$ cat config.mk
export PLATFORM = sky130hd
export DESIGN_NAME = fetch_loop_buffer
export DESIGN_NICKNAME = d
export VERILOG_FILES = /design/src/rtl/fetch_loop_buffer.sv
export SDC_FILE = /design/constraint.sdc
export NUM_CORES = 2
export LEC_CHECK = 0
export ABC_AREA = 1
export BUFFER_PORTS_ARGS = -buffer_cell sky130_fd_sc_hd__clkbuf_2
export CORE_ASPECT_RATIO = 1.1
export CORE_MARGIN = 5
export CORE_UTILIZATION = 50
export CTS_CLUSTER_SIZE = 20
export DETAILED_ROUTE_END_ITERATION = 8
export HOLD_SLACK_MARGIN = 0.03
export PLACE_DENSITY_LB_ADDON = 0.08
export SETUP_SLACK_MARGIN = 0.15
export SYNTH_ARGS = -nofsm -noshare
export SYNTH_HDL_FRONTEND = slang
export SYNTH_SLANG_ARGS = --single-unit
$ cat constraint.sdc
create_clock -name clk -period 4.1 [get_ports clk]
set_input_delay 0.82 -clock clk [delete_from_list [all_inputs] [get_ports clk]]
set_output_delay 0.82 -clock clk [all_outputs]
set_load 0.02 [all_outputs]
$ cat src/rtl/fetch_loop_buffer.sv
module fetch_loop_buffer #(
  parameter int ADDR_W = 32,
  parameter int IDX_W  = 8,
  parameter int DATA_W = 32
) (
  input  logic              clk,
  input  logic              rst_n,
  input  logic              flush,
  input  logic              lookup_valid,
  input  logic [ADDR_W-1:0] lookup_addr,
  output logic              hit,
  output logic              miss,
  output logic [DATA_W-1:0] rd_data,
  input  logic              fill_valid,
  input  logic [ADDR_W-1:0] fill_addr,
  input  logic [DATA_W-1:0] fill_data
);
  localparam int OFS_W = $clog2(DATA_W / 8);
  localparam int WI_W  = IDX_W - OFS_W;
  localparam int WORDS = 1 << WI_W;
  localparam int TAG_W = ADDR_W - IDX_W;

  logic [DATA_W-1:0] mem [WORDS];
  logic [WORDS-1:0]  vld;
  logic [TAG_W-1:0]  tag_q;

  wire [TAG_W-1:0] lk_tag = lookup_addr[ADDR_W-1:IDX_W];
  wire [WI_W-1:0]  lk_idx = lookup_addr[IDX_W-1:OFS_W];
  wire [TAG_W-1:0] fl_tag = fill_addr[ADDR_W-1:IDX_W];
  wire [WI_W-1:0]  fl_idx = fill_addr[IDX_W-1:OFS_W];
  wire             fill_go = fill_valid && !flush;

  assign hit     = lookup_valid && (lk_tag == tag_q) && vld[lk_idx];
  assign miss    = lookup_valid && !hit;
  assign rd_data = hit ? mem[lk_idx] : '0;

  always_ff @(posedge clk) begin
    if (!rst_n) begin
      vld   <= '0;
      tag_q <= '0;
    end else if (flush) begin
      vld <= '0;
    end else if (fill_valid) begin
      if (fl_tag != tag_q) begin
        vld   <= WORDS'(1) << fl_idx;
        tag_q <= fl_tag;
      end else begin
        vld[fl_idx] <= 1'b1;
      end
    end
  end

  always_ff @(posedge clk) begin
    if (fill_go) mem[fl_idx] <= fill_data;
  end
endmodule

### Yosys cells after proc, flatten, opt, wreduce, memory -nomap -nowiden

Memory sizes are Yosys's and may differ from the RTL's.
Index checks and enable logic that the tools add are counted.

| word-level totals | value |
|---|---|
| register bits | 88 |
| bits in writable memories | 2048 |
| bits of input ports | 101 |
| output and inout port bits | 34 |
| word-level logic and storage cells | 29 |
| memories | 1 |

| operators by class | value |
|---|---|
| $lt $le $gt $ge | 3 |
| eq/ne operators | 2 |
| shifts and indexed selects | 1 |
| multiplexer cells | 8 |
| bitwise operators | 3 |
| reductions and logical operators | 9 |

Memory list:

| name | depth | width | rd ports | clocked after memory_dff | write ports | RTL line | text |
|---|---|---|---|---|---|---|---|
| mem | 64 | 32 | 1 | 0 | 1 | 23 | `logic [DATA_W-1:0] mem [WORDS];` |

Operator list:

| cell | number |
|---|---|
| two-way mux 64 bit | 1 |
| OR 64 bit | 1 |
| << shifter 1 x 6 -> 64 bit, first input constant | 1 |
| two-way mux 32 bit | 1 |
| equality test 24 bit | 1 |
| != test 24 bit | 1 |
| < comparator 6 x 7 -> 1 bit, second input constant | 2 |
| binary-select mux 1 bit (select 6 bit) | 1 |
| demux 1 bit (select 6 bit) | 1 |
| greater-or-equal comparator 6 x 1 -> 1 bit, second input constant | 1 |
| logical AND 1 bit | 5 |
| two-way mux 1 bit | 4 |
| AND reduction 3 bit | 1 |
| logical NOT 1 bit | 2 |
| NOT 1 bit | 2 |
| OR reduction 2 bit | 1 |

### Depth between registers and ports, before layout

| depth | value |
|---|---|
| depth after elaboration | 6 |
| depth in mapped cells | 12 |

### Worst setup path before layout

Ideal clock, no wire load.

| timing path | value |
|---|---|
| kind | input to register |
| start point | input fill_addr[6] |
| end point | memory mem[48][0] (enable) |
| library setup time | 0.421 ns |
| arrival time | 3.088 ns |
| required time | 3.679 ns |
| path slack | 0.591 ns |
| stages | 6 |
| cells stage by stage | clkbuf_1 -> inv_1 -> clkbuf_1 -> nor3_1 -> nand2_1 -> nor2_1 |

RTL lines:

| what | RTL line | text |
|---|---|---|
| from (decl) | 15 | `input logic [ADDR_W-1:0] fill_addr,` |
| to (decl) | 23 |  |

Straight into the memory's write port.

### Worst setup path in the final report

| timing path | value |
|---|---|
| start point | input lookup_addr[2] |
| end point | output rd_data[23] |

| on the way | value |
|---|---|
| longest elaborated chain between the ends | 4 |
| elaborated cells on any way between the ends | 5 |
| classes of those cells | mux (3); reduce/logical (1); memory (1) |

RTL lines:

| what | RTL line | text |
|---|---|---|
| from (decl) | 10 | `input logic [ADDR_W-1:0] lookup_addr,` |
| binary-select mux 1 bit (select 6 bit) | 33 | `assign hit = lookup_valid && (lk_tag == tag_q) && vld[lk_idx];` |
| two-way mux 1 bit (implied by the code) | 33 |  |
| logical AND 1 bit | 33 |  |
| two-way mux 32 bit (*) | 35 | `assign rd_data = hit ? mem[lk_idx] : '0;` |
| to (decl) | 13 | `output logic [DATA_W-1:0] rd_data,` |

Mark *: on every way between the ends. The rest lies on a longest branch, timed or not. The select of a mux whose other input is x is not followed.

==> results.toml <==
[synth]
avgSynthCellArea_sq_um = 11.7
syn-instance-count = 7423
yosys_warnings = 0
synth_edf_count = 2048
synth_area_sq_um = 86600
yosys-top-cells-area = "edfxtp_1 71%, nand3_1 12%, nand2_1 10%"
synth.distinct_cells = 28
yosysMostFrequentCell = "nand2_1"
async_flop_share_pct = 0
synth.net_count = 7524
synth-seq-cells = 2136
ys_seq_area_share_pct = 73.1
yosysTopAreaCellShare_pct = 71.0
yosys.area.top_type = "edfxtp_1"
ys.flop_type = "edfxtp_1"
ys_top_cells_by_count = "2,336 x nand2_1, 2,048 x edfxtp_1, 2,046 x nand3_1"

[clock_network]
clk_pin_slew_ns = 0.06
root_buffer = "clkbuf_16"
cts_tree = "yes"
numCtsBuffers = 211
cts_buffer_depth = 3
ctsHtreeMaxLevel = 4
ctsHoldBuffers = 0
clock-sinks = 2136
clkLatencyLatePin_ns = 0.86

[global_routing]
grt_pass1_wl_um = 379000
grt_max_degree = 115
grt_util_met2_pct = 45.4
use_met1_pct = 39.8
grt_overflow = 0
top_usage_layer = "met2"
grt_antenna_before_repair = 21
grt_pass1_vias = 55300
met3_usage_pct = 6.01
grtUsageTotal_pct = 28.7

[worst_setup_path]
timing.rr.end = "vld[43]"
critical_path_class = "in -> out"
r2r-start = "tag_q[7]"
cp_max_fo = 44
reg2reg_slack_ns = 1.84
crit_arrival_ns = 3.07
rr_worst_depth = 8
crit_path_end = "rd_data[23]"
end_kind = "output pin"
crit_path_start_kind = "primary input"
cp-startpoint = "lookup_addr[2]"
cp_data_required_time_ns = 3.28

[drt]
drc_errors = 0
drt_iter0_markers = 6618
wl_um = 264000
num_vias = 58700
viasPerCell = 5.82
dr.pass1.iters = 6
wl_per_cell_um = 26.2
detail-route-antenna-nets = 0

[placement]
io_buffers = 130
globalplace.congestion = 0.879
dp_slack_ns = 0.135
hpwl_um = 151000

[layout]
nNetsFinal = 7726
area_delta_synth_final_pct = 14.5
fillers = 14300
finish.utilization_pct = 57.4
drive_above_1_share_pct = 11.1

[floorplan]
die_area_sq_um = 182000
die_w_um = 407
coreArea_sq_um = 173000
initial_core_util_pct = 50.2
rows = 160
die_h_um = 446
io_pins = 135

[power]
power-per-cell-area_nw_per_um2 = 462
peakVddDrop_mv = 0.365
leakage_nw = 35.1

[timing]
slew_viol_final = 0
tns_ns = 0
fin_worst_hold_slack_ns = 0.197
hold_violations = 0
worst_pin_slew_ns = 1.30
grt_setup_unrepaired = "no"
maxSlewHeadroom_pct = 13.1
fin_skew_ns = 0.0257
setup_viol = 0
fmax_mhz = 257
post-route-period-util_pct = 94.9
period_needed_ns = 3.89
fin_ws_ns = 0.210

[run]
maxCapViolations = 0

[status]
status = "finished clean"

[hold_path]
hold_path.class = "in -> reg"
==> layout make-up <==
type,instances,area [sq um],share of cell area [%]
clock inverter,125,1090,1.10
tap,2268,2840,2.86
clock buffer,263,5530,5.58
antenna,12,30.0,0.0303
sequential,2136,63300,63.8
timing repair buffer,495,4860,4.90
multi-input combinational,4724,21300,21.5
inverter,57,251,0.254
==> power by group <==
group	switching, mW	internal (mW)
sequential	0.0341	24.0
clock	8.24	10.4
combinational	2.24	0.880
total	10.5	35.3
==> worst max-delay path, stage by stage <==
cell and delay, ns:
buf_12 0.15, inv_16 0.18, buf_16 0.22, buf_16 0.23, nand2_1 0.08, nand3_1 0.07, nand3_1 0.07, nand3_1 0.12
nand3_1 0.09, nand3_1 0.14, nand3_2 0.16, buf_4 0.24, nor2_1 0.14, clkbuf_2 0.20
==> routing by layer <==
metal / share of wire, % / up-vias
met2: 47 / 2425
met4: 3.7 / 18
met5: 0.044 / -
met1: 41 / 29000
met3: 8.7 / 453
li1: - / 26700
==> cell usage in the layout, fill, tap and decap left out, types with 5 or more instances in the layout <==
cell type,synthesis,layout
nand2_1,2336,2335
edfxtp_1,2048,2048
nand3_1,2046,2038
buf_4,10,255
clkbuf_16,0,218
clkbuf_2,0,124
a21oi_1,90,90
dfxtp_1,88,88
buf_12,0,86
nor2_1,137,71
nor2_4,0,65
clkinv_1,1,58
inv_1,54,51
clkbuf_1,122,49
nor3_1,39,39
clkinv_2,0,38
nand3b_1,23,23
xnor2_1,22,22
bufinv_16,0,14
diode_2,0,12
buf_16,0,11
buf_6,6,10
nand3_2,1,9
nand4_1,7,7
o21ai_0,6,6
xor2_1,6,6
clkinv_8,0,5
==> what timing repair did <==
action / CTS / global route
cloned: 0 / 5
pin swaps: 0 / 0
resized for setup: 2 / 35
endpoints found under the setup margin: 3 / 29
setup buffers: 0 / 4
==> flip-flops by register name, indices dropped and copies added, names as in the netlist <==
| signal | cells |
|---|---|
| mem | 2048 |
| tag_q | 24 |
| vld | 64 |
==> worst min path at each step <==
stage,from,endpoint,slack (ns),cells after the start
final,fill_data[2],mem[40][2],0.20,1
after global routing,fill_data[2],mem[40][2],0.16,1
after CTS,fill_data[2],mem[40][2],0.13,1
after detailed placement,vld[4],vld[4],0.45,2
after global placement,vld[17],vld[17],0.45,2
after floorplan,vld[0],vld[0],0.44,2
==> metrics by stage <==
step           std cells  cell area, sq um  total power [mW]
2_1_floorplan       7423             86600              26.0
4_1_cts            10100             98700              46.0
5_1_grt            10100             99100              47.2
3_5_place_dp        9671             92100              27.5
3_3_place_gp        9671             92100              27.5
6_report           10100             99100              45.8
==> logic make-up after synthesis <==
group | Yosys count | share of synthesized area, %
AND/OR/NAND/NOR | 4594 | 23.1
flip-flops | 2136 | 73.1
buffers and inverters | 563 | 2.97
AO/OA/AOI/OAI | 102 | 0.604
XOR/XNOR | 28 | 0.283
(Power assumes the default switching activity.)
